### src/rtl/dkc_pkg.sv
package dkc_pkg;

  typedef enum logic [3:0] {
    OP_AUX   = 4'h0,
    OP_SIS   = 4'h1,
    OP_SPEC  = 4'h2,
    OP_DERR  = 4'h3,
    OP_SUS   = 4'h4,
    OP_RECAL = 4'h5,
    OP_SEEK  = 4'h6,
    OP_FMT   = 4'h7,
    OP_VID   = 4'h8,
    OP_RID   = 4'h9,
    OP_RDIAG = 4'hA,
    OP_RDATA = 4'hB,
    OP_CHECK = 4'hC,
    OP_SCAN  = 4'hD,
    OP_VDATA = 4'hE,
    OP_WDATA = 4'hF
  } op_e;

  // auxiliary flag bits, msb first: reset, clear buffer, mask srq, clear ce
  typedef struct packed {
    logic rst;
    logic clr_buf;
    logic mask_srq;
    logic clr_ce;
  } aux_t;

  localparam int ST_CEH = 7;
  localparam int ST_CEL = 6;
  localparam int ST_SRQ = 5;
  localparam int ST_CB  = 4;
  localparam int ST_DRQ = 0;

  // controller-level opcodes do not touch the unit latch
  function automatic logic is_ctrl_op(op_e op);
    return (op == OP_SIS) || (op == OP_SPEC) || (op == OP_DERR);
  endfunction

endpackage

### src/rtl/dkc_cmd_decode.sv
module dkc_cmd_decode
  import dkc_pkg::*;
#(
  parameter int DW     = 8,
  parameter int UNIT_W = 2
) (
  input  logic [DW-1:0]     cmd_i,
  output logic              is_aux_o,
  output aux_t              aux_o,
  output op_e               op_o,
  output logic              ctrl_op_o,
  output logic [UNIT_W-1:0] unit_o
);

  assign op_o      = op_e'(cmd_i[DW-1 -: 4]);
  assign is_aux_o  = (op_o == OP_AUX);
  assign aux_o     = aux_t'(cmd_i[3:0]);
  assign ctrl_op_o = is_ctrl_op(op_o);
  assign unit_o    = cmd_i[UNIT_W-1:0];

endmodule

### src/rtl/dkc_param_buf.sv
module dkc_param_buf #(
  parameter int DW    = 8,
  parameter int DEPTH = 8
) (
  input  logic          clk_i,
  input  logic          rst_ni,
  input  logic          clr_i,
  input  logic          wr_i,
  input  logic [DW-1:0] wdata_i,
  input  logic          rd_i,
  output logic [DW-1:0] rdata_o,
  input  logic          ld0_i,
  input  logic [DW-1:0] ld0_data_i,
  input  logic          cap_spec_i,
  output logic [DW-1:0] mode_o,
  output logic [DW-1:0] end_track_o,
  output logic [DW-1:0] end_sector_o
);

  localparam int PTR_W   = $clog2(DEPTH + 1);
  localparam int IDX_W   = $clog2(DEPTH);
  localparam int IDX_MOD = 1;
  localparam int IDX_ETN = 3;
  localparam int IDX_ESN = 4;
  localparam logic [PTR_W-1:0] LIMIT = PTR_W'(DEPTH);

  logic [DW-1:0]    mem_q [DEPTH];
  logic [PTR_W-1:0] wptr_q, rptr_q;
  logic             w_ok, r_ok;

  assign w_ok    = wptr_q < LIMIT;
  assign r_ok    = rptr_q < LIMIT;
  assign rdata_o = r_ok ? mem_q[rptr_q[IDX_W-1:0]] : '0;

  always_ff @(posedge clk_i or negedge rst_ni) begin
    if (!rst_ni) begin
      wptr_q <= '0;
      rptr_q <= '0;
    end else if (clr_i) begin
      wptr_q <= '0;
      rptr_q <= '0;
    end else begin
      if (wr_i && w_ok) wptr_q <= wptr_q + 1'b1;
      if (rd_i && r_ok) rptr_q <= rptr_q + 1'b1;
    end
  end

  for (genvar g = 0; g < DEPTH; g++) begin : g_byte
    always_ff @(posedge clk_i or negedge rst_ni) begin
      if (!rst_ni) mem_q[g] <= '0;
      else if (g == 0 && ld0_i) mem_q[g] <= ld0_data_i;  // completion load wins
      else if (wr_i && w_ok && !clr_i && wptr_q[IDX_W-1:0] == IDX_W'(g)) mem_q[g] <= wdata_i;
    end
  end

  always_ff @(posedge clk_i or negedge rst_ni) begin
    if (!rst_ni) begin
      mode_o       <= '0;
      end_track_o  <= '0;
      end_sector_o <= '0;
    end else if (cap_spec_i) begin
      mode_o       <= mem_q[IDX_MOD];
      end_track_o  <= mem_q[IDX_ETN];
      end_sector_o <= mem_q[IDX_ESN];
    end
  end

  AST_WPTR_BOUND: assert property (@(posedge clk_i) disable iff (!rst_ni)
    wptr_q <= LIMIT && rptr_q <= LIMIT);
  AST_PTR_CLEAR: assert property (@(posedge clk_i) disable iff (!rst_ni)
    clr_i |=> (wptr_q == '0 && rptr_q == '0));

endmodule

### src/rtl/dkc_status.sv
module dkc_status #(
  parameter int IST_W = 8
) (
  input  logic             clk_i,
  input  logic             rst_ni,
  input  logic             rst_aux_i,
  input  logic             clr_ce_i,
  input  logic             mask_i,
  input  logic             accept_i,
  input  logic             sis_accept_i,
  input  logic             done_i,
  input  logic             done_err_i,
  input  logic             srq_set_i,
  input  logic             ist_set_i,
  input  logic [IST_W-1:0] ist_data_i,
  input  logic             ist_clr_i,
  output logic             busy_o,
  output logic             ceh_o,
  output logic             cel_o,
  output logic             srq_o,
  output logic             mask_o,
  output logic             irq_o,
  output logic [IST_W-1:0] ist_o
);

  logic ceh_d, cel_d, srq_d, busy_d, mask_d;

  // aux clears first, completion applied last, aux reset overrides all
  always_comb begin
    ceh_d  = ceh_o;
    cel_d  = cel_o;
    srq_d  = srq_o;
    busy_d = busy_o;
    mask_d = mask_o;
    if (clr_ce_i || accept_i) begin
      ceh_d = 1'b0;
      cel_d = 1'b0;
    end
    if (mask_i)       mask_d = 1'b1;
    if (accept_i)     busy_d = 1'b1;
    if (sis_accept_i) srq_d  = 1'b0;
    if (srq_set_i)    srq_d  = 1'b1;
    if (done_i) begin
      busy_d = 1'b0;
      mask_d = 1'b0;
      ceh_d  = 1'b1;
      if (done_err_i) cel_d = 1'b1;
    end
    if (rst_aux_i) begin
      ceh_d  = 1'b0;
      cel_d  = 1'b0;
      srq_d  = 1'b0;
      busy_d = 1'b0;
      mask_d = 1'b0;
    end
  end

  always_ff @(posedge clk_i or negedge rst_ni) begin
    if (!rst_ni) begin
      ceh_o  <= 1'b0;
      cel_o  <= 1'b0;
      srq_o  <= 1'b0;
      busy_o <= 1'b0;
      mask_o <= 1'b0;
      ist_o  <= '0;
    end else begin
      ceh_o  <= ceh_d;
      cel_o  <= cel_d;
      srq_o  <= srq_d;
      busy_o <= busy_d;
      mask_o <= mask_d;
      if (ist_clr_i)      ist_o <= ist_set_i ? ist_data_i : '0;
      else if (ist_set_i) ist_o <= ist_o | ist_data_i;
    end
  end

  assign irq_o = ceh_o | cel_o | (srq_o & ~mask_o);

  AST_DONE_FLAGS: assert property (@(posedge clk_i) disable iff (!rst_ni)
    (done_i && !rst_aux_i) |=> (ceh_o && !busy_o && !mask_o && irq_o));
  AST_AUX_RST_ZERO: assert property (@(posedge clk_i) disable iff (!rst_ni)
    rst_aux_i |=> !(ceh_o || cel_o || srq_o || busy_o || mask_o));
  AST_SIS_DROP_SRQ: assert property (@(posedge clk_i) disable iff (!rst_ni)
    (sis_accept_i && !srq_set_i && !rst_aux_i) |=> !srq_o);

endmodule

### src/rtl/dkc_host_if.sv
module dkc_host_if
  import dkc_pkg::*;
#(
  parameter int DW     = 8,
  parameter int DEPTH  = 8,
  parameter int UNIT_W = 2
) (
  input  logic              clk_i,
  input  logic              rst_ni,
  input  logic              wr_i,
  input  logic              rd_i,
  input  logic              port_sel_i,
  input  logic [DW-1:0]     wdata_i,
  output logic [DW-1:0]     rdata_o,
  input  logic              dma_req_i,
  input  logic              srq_set_i,
  input  logic              ist_set_i,
  input  logic [DW-1:0]     ist_data_i,
  input  logic              done_i,
  input  logic              done_err_i,
  output logic              start_o,
  output logic [3:0]        op_o,
  output logic [UNIT_W-1:0] unit_o,
  output logic              drive_o,
  output logic              abort_o,
  output logic              busy_o,
  output logic              irq_o,
  output logic [DW-1:0]     mode_o,
  output logic [DW-1:0]     end_track_o,
  output logic [DW-1:0]     end_sector_o
);

  logic              cmd_wr, dat_wr, dat_rd;
  logic              is_aux, ctrl_op;
  aux_t              aux;
  op_e               dec_op, cur_op_q;
  logic [UNIT_W-1:0] dec_unit, unit_q;
  logic              aux_fire, aux_rst, full_wr, accept, done_ok, sis_done;
  logic              ceh, cel, srq, mask;
  logic [DW-1:0]     ist, buf_rdata, status;
  logic              start_q, abort_q;

  assign cmd_wr = wr_i & port_sel_i;
  assign dat_wr = wr_i & ~port_sel_i;
  assign dat_rd = rd_i & ~port_sel_i;

  dkc_cmd_decode #(.DW(DW), .UNIT_W(UNIT_W)) u_dec (
    .cmd_i     (wdata_i),
    .is_aux_o  (is_aux),
    .aux_o     (aux),
    .op_o      (dec_op),
    .ctrl_op_o (ctrl_op),
    .unit_o    (dec_unit)
  );

  assign aux_fire = cmd_wr & is_aux;
  assign aux_rst  = aux_fire & aux.rst;
  assign full_wr  = cmd_wr & ~is_aux;
  assign accept   = full_wr & ~busy_o;   // pre-edge busy decides
  assign done_ok  = done_i & busy_o & ~aux_rst;
  assign sis_done = done_ok & (cur_op_q == OP_SIS);

  dkc_status #(.IST_W(DW)) u_status (
    .clk_i        (clk_i),
    .rst_ni       (rst_ni),
    .rst_aux_i    (aux_rst),
    .clr_ce_i     (aux_fire & aux.clr_ce),
    .mask_i       (aux_fire & aux.mask_srq),
    .accept_i     (accept),
    .sis_accept_i (accept & (dec_op == OP_SIS)),
    .done_i       (done_ok),
    .done_err_i   (done_err_i),
    .srq_set_i    (srq_set_i),
    .ist_set_i    (ist_set_i),
    .ist_data_i   (ist_data_i),
    .ist_clr_i    (sis_done),
    .busy_o       (busy_o),
    .ceh_o        (ceh),
    .cel_o        (cel),
    .srq_o        (srq),
    .mask_o       (mask),
    .irq_o        (irq_o),
    .ist_o        (ist)
  );

  dkc_param_buf #(.DW(DW), .DEPTH(DEPTH)) u_buf (
    .clk_i        (clk_i),
    .rst_ni       (rst_ni),
    .clr_i        (cmd_wr | (aux_fire & aux.clr_buf)),
    .wr_i         (dat_wr),
    .wdata_i      (wdata_i),
    .rd_i         (dat_rd),
    .rdata_o      (buf_rdata),
    .ld0_i        (sis_done),
    .ld0_data_i   (ist),
    .cap_spec_i   (accept & (dec_op == OP_SPEC)),
    .mode_o       (mode_o),
    .end_track_o  (end_track_o),
    .end_sector_o (end_sector_o)
  );

  always_ff @(posedge clk_i or negedge rst_ni) begin
    if (!rst_ni) begin
      cur_op_q <= OP_AUX;
      unit_q   <= '0;
      start_q  <= 1'b0;
      abort_q  <= 1'b0;
    end else begin
      start_q <= accept;
      abort_q <= aux_rst;
      if (accept) begin
        cur_op_q <= dec_op;
        if (!ctrl_op) unit_q <= dec_unit;
      end
    end
  end

  always_comb begin
    status         = '0;
    status[ST_CEH] = ceh;
    status[ST_CEL] = cel;
    status[ST_SRQ] = srq;
    status[ST_CB]  = busy_o;
    status[ST_DRQ] = dma_req_i;
  end

  assign rdata_o = port_sel_i ? status : buf_rdata;
  assign start_o = start_q;
  assign abort_o = abort_q;
  assign op_o    = cur_op_q;
  assign unit_o  = unit_q;
  assign drive_o = unit_q[0];

  AST_BUSY_DROP: assert property (@(posedge clk_i) disable iff (!rst_ni)
    (full_wr && busy_o) |=> !start_o);
  AST_ACCEPT_START: assert property (@(posedge clk_i) disable iff (!rst_ni)
    accept |=> (start_o && busy_o));
  AST_UNIT_HOLD: assert property (@(posedge clk_i) disable iff (!rst_ni)
    (accept && ctrl_op) |=> $stable(unit_o));
  AST_ABORT_PULSE: assert property (@(posedge clk_i) disable iff (!rst_ni)
    abort_o |=> !abort_o || $past(aux_rst));

endmodule

### config.mk
export PLATFORM = sky130hd
export DESIGN_NAME = dkc_host_if
export DESIGN_NICKNAME = d
export VERILOG_FILES = /design/src/rtl/dkc_pkg.sv /design/src/rtl/dkc_cmd_decode.sv /design/src/rtl/dkc_param_buf.sv /design/src/rtl/dkc_status.sv /design/src/rtl/dkc_host_if.sv
export SDC_FILE = /design/constraint.sdc
export NUM_CORES = 1
export LEC_CHECK = 0
export CORE_MARGIN = 2
export CORE_UTILIZATION = 40
export DETAILED_ROUTE_END_ITERATION = 12
export SLEW_MARGIN = 40
export SYNTH_ARGS = -nofsm -noshare
export SYNTH_HDL_FRONTEND = slang
export SYNTH_HIERARCHICAL = 1
export SYNTH_SLANG_ARGS = --single-unit
### constraint.sdc
create_clock -name clk_i -period 5.39 [get_ports clk_i]
set_clock_uncertainty 0.2 [all_clocks]
set_input_delay 0.8085 -clock clk_i [delete_from_list [all_inputs] [get_ports clk_i]]
set_output_delay 0.8085 -clock clk_i [all_outputs]
set_load 0.05 [all_outputs]
==> metrics.log, run 1 <==
INFO  metric cts_inserted_buffers = 17
INFO  metric period_minus_slack = 4.21 ns
INFO  metric average_via_count_per_standard_cell = 5.17
INFO  metric n_antenna_cell = 0
INFO  metric antenna_violations_before_repair = 0
INFO  metric tightestPinTransition = 0.839 ns
INFO  metric cts-hold-fix-buffers = 0
INFO  metric syn_to_final_growth = 22.9%
INFO  metric timing.critical_path.to_type = output port
INFO  metric period_share = 78.1%
INFO  metric crit_path_max_fanout = 13
INFO  metric ir_drop = 0.265 mV
INFO  metric grt_pass1_vias = 3465
INFO  metric worst_r2r_path_depth = 3
INFO  metric post_route_cells_drive_above_1_share = 32.4%
INFO  metric status = complete, no violations
INFO  metric fin_tns_setup = 0 ns
INFO  metric startpoint_type = register
INFO  metric cts_setup_buffers = 0
INFO  metric power.clock.fraction = 28.9%
INFO  metric power.density = 534 nW/um2
INFO  metric worst_setup_hold_path_clk_slew = 0.05 ns
INFO  metric critical_path.n_buffers_inverters = 2
INFO  metric ys_warn_count = 6
INFO  metric power_frac_comb = 32.4%
INFO  metric clockRootBuffer = sky130_fd_sc_hd__clkbuf_16
INFO  metric place.gp.congestion = 0.793
INFO  metric fmax = 238 MHz
INFO  metric critical_path.cell_chain = buf_4 -> mux4_1 -> mux2i_1 -> nor2_1 -> nor2b_1 -> clkdlybuf4s50_1
INFO  metric setup.reg_to_reg.worst_slack = 3.03 ns
INFO  metric max_slew_margin = 44.0%
INFO  metric hold_slack = 0.248 ns
INFO  metric final_util = 50.7%
INFO  metric crit_path_dat = 3.20 ns
INFO  metric nFillCells = 1159
INFO  metric critPathRequiredTime = 4.38 ns
INFO  metric total_detailed_routing_wirelength = 12.4 mm
INFO  metric synthesis.area = 5510 um2
INFO  metric crit_type = reg -> out
INFO  metric fin_total_pwr = 3.62 mW
INFO  metric drt_first_iter_violations = 197
INFO  metric synth.avg_cell_area = 14.2 um2
INFO  metric p_int = 2.41 mW
INFO  metric drv_cap = 0
INFO  metric wire_per_inst = 19.5 um
INFO  metric cts.sinks = 117
INFO  metric grt_pass1_wl = 19.6 mm
INFO  metric setup_viol_count_final = 0
INFO  metric port-buffer-count = 68
INFO  metric net_sw_share = 33.4%
INFO  metric start_util = 41.3%
INFO  metric reg2reg_from = u_buf/wptr_q[3]
INFO  metric rows = 42
INFO  metric reg2reg_to = u_buf/mem_q[23]
INFO  metric die_height = 121 um
INFO  metric design.portCount = 69
INFO  metric postSynthCellCount = 388
INFO  metric grt_max_degree = 86
INFO  metric cts_tree = done
INFO  metric core_region_area = 13300 um2
INFO  metric synthesis.nets = 421
INFO  metric power.share.sequential = 38.7%
INFO  metric grt_remaining_overflow = 0
INFO  metric clk_path_buf_depth = 2
INFO  metric drtPass1Iterations = 4
INFO  metric timing.critical_path.slowest_cell_delay = 0.85 ns
INFO  metric hpwl = 8.17 mm
INFO  metric min_path_type = in -> async
INFO  metric die_area = 14700 um2
INFO  metric fin_nets = 481
INFO  metric rsz0062_at_grt = no
INFO  metric finalMaxSlewViolations = 0
INFO  metric post_cts_resize_count = 0
INFO  metric die_x = 121 um
INFO  metric via_count_of_the_routed_design = 3287
INFO  metric clk_latency = 0.41 ns
INFO  metric critPathTopFamily = buffers and inverters
INFO  metric htree_num_levels = 4
INFO  metric crit_path_top_delay_cell = sky130_fd_sc_hd__dfrtp_1
INFO  metric drc = 0
INFO  metric total_leakage_power = 3.07 nW
INFO  metric final_hold_viol_count = 0
INFO  metric ant_nets = 0
INFO  metric p_sw = 1.21 mW
INFO  metric grt_usage = 18.4%
cell type report:
cell class | instances | area [um2] | share of cell area (%)
Inverter | 15 | 56.3 | 0.831
Multi-Input combinational cell | 226 | 2310 | 34.2
Sequential cell | 117 | 2930 | 43.2
Clock buffer | 27 | 503 | 7.43
Tap cell | 176 | 220 | 3.25
Clock inverter | 4 | 45.0 | 0.665
Timing Repair Buffer | 71 | 707 | 10.4
layout by cell type, fill, tap and decap left out, types with 2 or more instances in the layout:
| cell | count |
|---|---|
| sky130_fd_sc_hd__nand3_2 | 2 |
| sky130_fd_sc_hd__mux2i_1 | 10 |
| sky130_fd_sc_hd__mux2_2 | 101 |
| sky130_fd_sc_hd__ha_1 | 7 |
| sky130_fd_sc_hd__and3_1 | 4 |
| sky130_fd_sc_hd__buf_4 | 3 |
| sky130_fd_sc_hd__nor2_1 | 21 |
| sky130_fd_sc_hd__nor2b_1 | 6 |
| sky130_fd_sc_hd__nor3b_2 | 2 |
| sky130_fd_sc_hd__mux2_1 | 4 |
| sky130_fd_sc_hd__o21ai_0 | 9 |
| sky130_fd_sc_hd__clkbuf_8 | 5 |
| sky130_fd_sc_hd__a41oi_1 | 2 |
| sky130_fd_sc_hd__clkinv_2 | 3 |
| sky130_fd_sc_hd__mux4_2 | 7 |
| sky130_fd_sc_hd__nand2b_1 | 2 |
| sky130_fd_sc_hd__nand2_1 | 11 |
| sky130_fd_sc_hd__inv_1 | 15 |
| sky130_fd_sc_hd__a21oi_1 | 4 |
| sky130_fd_sc_hd__dfrtp_1 | 117 |
| sky130_fd_sc_hd__clkbuf_1 | 6 |
| sky130_fd_sc_hd__mux4_1 | 9 |
| sky130_fd_sc_hd__and2_1 | 3 |
| sky130_fd_sc_hd__or3b_1 | 2 |
| sky130_fd_sc_hd__clkbuf_16 | 17 |
| sky130_fd_sc_hd__nor3_1 | 3 |
| sky130_fd_sc_hd__mux2_4 | 2 |
| sky130_fd_sc_hd__clkdlybuf4s50_1 | 67 |
| sky130_fd_sc_hd__and4b_1 | 2 |
how the worst max path moves through the flow:
stage | from | to | slack, ns | cells after the start
floorplan | wdata_i[4] | u_buf/mem_q[56] | 2.43 | 7
global placement | wdata_i[4] | u_buf/mem_q[59] | 1.50 | 7
detailed placement | wdata_i[4] | u_buf/mem_q[57] | 1.41 | 7
CTS | u_buf/rptr_q[0] | rdata_o[2] | 1.11 | 6
global route | u_buf/rptr_q[0] | rdata_o[2] | 0.99 | 6
finish | u_buf/rptr_q[0] | rdata_o[2] | 1.18 | 6
sequential cells by signal (all words and copies together) (netlist names):
name,cells
u_buf/rptr_q,4
u_status/busy_o,1
unit_o,2
op_o,4
u_buf/end_sector_o,8
u_buf/mode_o,8
u_status/srq_o,1
u_status/mask_o,1
u_buf/mem_q,64
u_status/ist_o,8
u_status/ceh_o,1
u_status/cel_o,1
abort_o,1
start_o,1
u_buf/end_track_o,8
u_buf/wptr_q,4
metrics by stage:
stage,area (um2),setup WS [ns],cells
floorplan,5510,2.43,388
global placement,6220,1.50,605
detailed placement,6220,1.41,605
CTS,6770,1.11,636
global route,6770,0.987,636
finish,6770,1.18,636
power by group through the flow:
stage	Combinational (mW)	Sequential (mW)	Clock [mW]
after global routing	1.25	1.44	1.11
after CTS	1.18	1.40	1.07
after detailed placement	1.18	1.41	0
after global placement	1.16	1.40	0
after floorplan	0.646	1.54	0
final	1.17	1.40	1.04
per-layer routing:
| layer | vias up | wire, um | track usage [%] |
|---|---|---|---|
| li1 | 1496 | - | - |
| met1 | 1702 | 5850 | 24.8 |
| met2 | 74 | 5830 | 28.4 |
| met3 | 15 | 577 | 5.22 |
| met4 | 0 | 174 | 6.68 |
| met5 | - | 0 | 0 |
No activity file was read; power rests on OpenSTA's default activity.
==> inputs of run 2 (changes only) <==
==> constraint.sdc (replaced) <==
create_clock -name clk_i -period 3.5 [get_ports clk_i]
set_clock_uncertainty 0.2 [all_clocks]
set_input_delay 0.525 -clock clk_i [delete_from_list [all_inputs] [get_ports clk_i]]
set_output_delay 0.525 -clock clk_i [all_outputs]
set_load 0.05 [all_outputs]
==> metrics.log, run 2 (synthesized netlist as in run 1, its figures left out) <==
INFO  metric hold_slack = 0.278 ns
INFO  metric cts.sinks = 117
INFO  metric clk_latency = 0.41 ns
INFO  metric fin_nets = 496
INFO  metric place.gp.congestion = 0.893
INFO  metric crit_type = reg -> out
INFO  metric dpl-instance-area = 6330 um2
INFO  metric critPathRequiredTime = 2.77 ns
INFO  metric min_path_type = reg -> reg
INFO  metric design_area = 6940 um2
INFO  metric ir_drop = 0.383 mV
INFO  metric grt_pass1_wl = 19.3 mm
INFO  metric tightestPinTransition = 0.677 ns
INFO  metric regMostFlops = u_buf/mem_q
INFO  metric post_layout_nonfiller_instances = 652
INFO  metric wire_per_inst = 19.0 um
INFO  metric antenna_violations_before_repair = 0
INFO  metric final_hold_viol_count = 0
INFO  metric final_util = 52.0%
INFO  metric status = complete, no violations
INFO  metric ant_nets = 0
INFO  metric grt_usage = 18.2%
INFO  metric post_route_cells_drive_above_1_share = 37.0%
INFO  metric rsz0062_at_grt = no
INFO  metric drc = 0
INFO  metric total_leakage_power = 3.19 nW
INFO  metric drtPass1Iterations = 4
INFO  metric rows = 42
INFO  metric timing.critical_path.to_type = output port
INFO  metric drv_cap = 0
INFO  metric power.density = 825 nW/um2
INFO  metric post-route-worst-setup-slack = 0.265 ns
INFO  metric fin_tns_setup = 0 ns
INFO  metric placed_cells_incl_taps = 619
INFO  metric design.portCount = 69
INFO  metric port-buffer-count = 68
INFO  metric clk_path_buf_depth = 2
INFO  metric core_region_area = 13300 um2
INFO  metric grt_pass1_vias = 3453
INFO  metric hpwl = 8.41 mm
INFO  metric cts_inserted_buffers = 17
INFO  metric average_via_count_per_standard_cell = 5.09
INFO  metric setup_viol_count_final = 0
INFO  metric die_area = 14700 um2
INFO  metric drt_first_iter_violations = 264
INFO  metric die_height = 121 um
INFO  metric n_antenna_cell = 0
INFO  metric grt_max_degree = 52
INFO  metric period_minus_slack = 3.24 ns
INFO  metric period_share = 92.4%
INFO  metric largest_register_ffs = 64
INFO  metric worst_setup_hold_path_clk_slew = 0.05 ns
INFO  metric finalMaxSlewViolations = 0
INFO  metric max_slew_margin = 54.9%
INFO  metric final_cell_mix = 117 x sky130_fd_sc_hd__dfrtp_1, 101 x sky130_fd_sc_hd__mux2_2, 59 x sky130_fd_sc_hd__clkdlybuf4s50_1
INFO  metric fin_total_pwr = 5.73 mW
INFO  metric final_common_cell = sky130_fd_sc_hd__dfrtp_1
INFO  metric start_util = 41.3%
INFO  metric htree_num_levels = 4
INFO  metric cts_tree = done
INFO  metric via_count_of_the_routed_design = 3318
INFO  metric dp_slack = 0.107 ns
INFO  metric fmax = 309 MHz
INFO  metric crit_path_max_fanout = 16
INFO  metric grt_remaining_overflow = 0
INFO  metric total_detailed_routing_wirelength = 12.4 mm
INFO  metric crit_path_dat = 2.51 ns
INFO  metric clockRootBuffer = sky130_fd_sc_hd__clkbuf_16
INFO  metric syn_to_final_growth = 25.9%
INFO  metric startpoint_type = register
INFO  metric die_x = 121 um
run 2: critical path, stage by stage (launching register included):
cell                      delay [ns]
sky130_fd_sc_hd__dfrtp_1        0.53
sky130_fd_sc_hd__buf_12         0.22
sky130_fd_sc_hd__mux4_1         0.58
sky130_fd_sc_hd__mux2i_1        0.19
sky130_fd_sc_hd__nor2_1         0.09
sky130_fd_sc_hd__mux2_2         0.29
sky130_fd_sc_hd__buf_4          0.19
run 2: routing by layer:
metal  track usage, %  part of all wire [%]
met1             24.4                    47
met2             27.4                    47
met3             4.56                   4.1
met4             9.20                   2.6
met5                0                     0
run 2: repair_timing:
item | CTS | global route
hold buffers | 1 | 0
gates resized for setup | 0 | 0
hold endpoints to repair | 49 | 0
buffers inserted | 0 | 0
run 2: worst paths after layout:
path	start	slack (ns)	to	cells past startpoint
max	u_buf/rptr_q[0]	0.26	rdata_o[4]	6
max reg2reg	u_status/busy_o	1.30	u_buf/mem_q[58]	4
min	u_buf/mem_q[18]	0.28	u_buf/mem_q[18]	1
max in group asynchronous	rst_ni	1.89	u_status/ist_o[3]	3
min reg2reg	u_buf/mem_q[18]	0.28	u_buf/mem_q[18]	1
min in group asynchronous	rst_ni	0.49	u_buf/mode_o[3]	2
run 2: where the power goes:
group / switching (mW) / internal, mW / leakage, nW
sequential: 0.323 / 1.81 / 1.49
clock: 0.592 / 1.17 / 0.299
combinational: 0.974 / 0.864 / 1.40
total: 1.89 / 3.84 / 3.19
run 2: cell type report:
class,instances,area (um2)
well taps,176,220
clock inverters,10,128
inverters,15,56.3
multi-input cells,226,2310
flip-flops and latches,117,2930
repair buffers,86,821
clock buffers,22,474
fillers,1171,6410
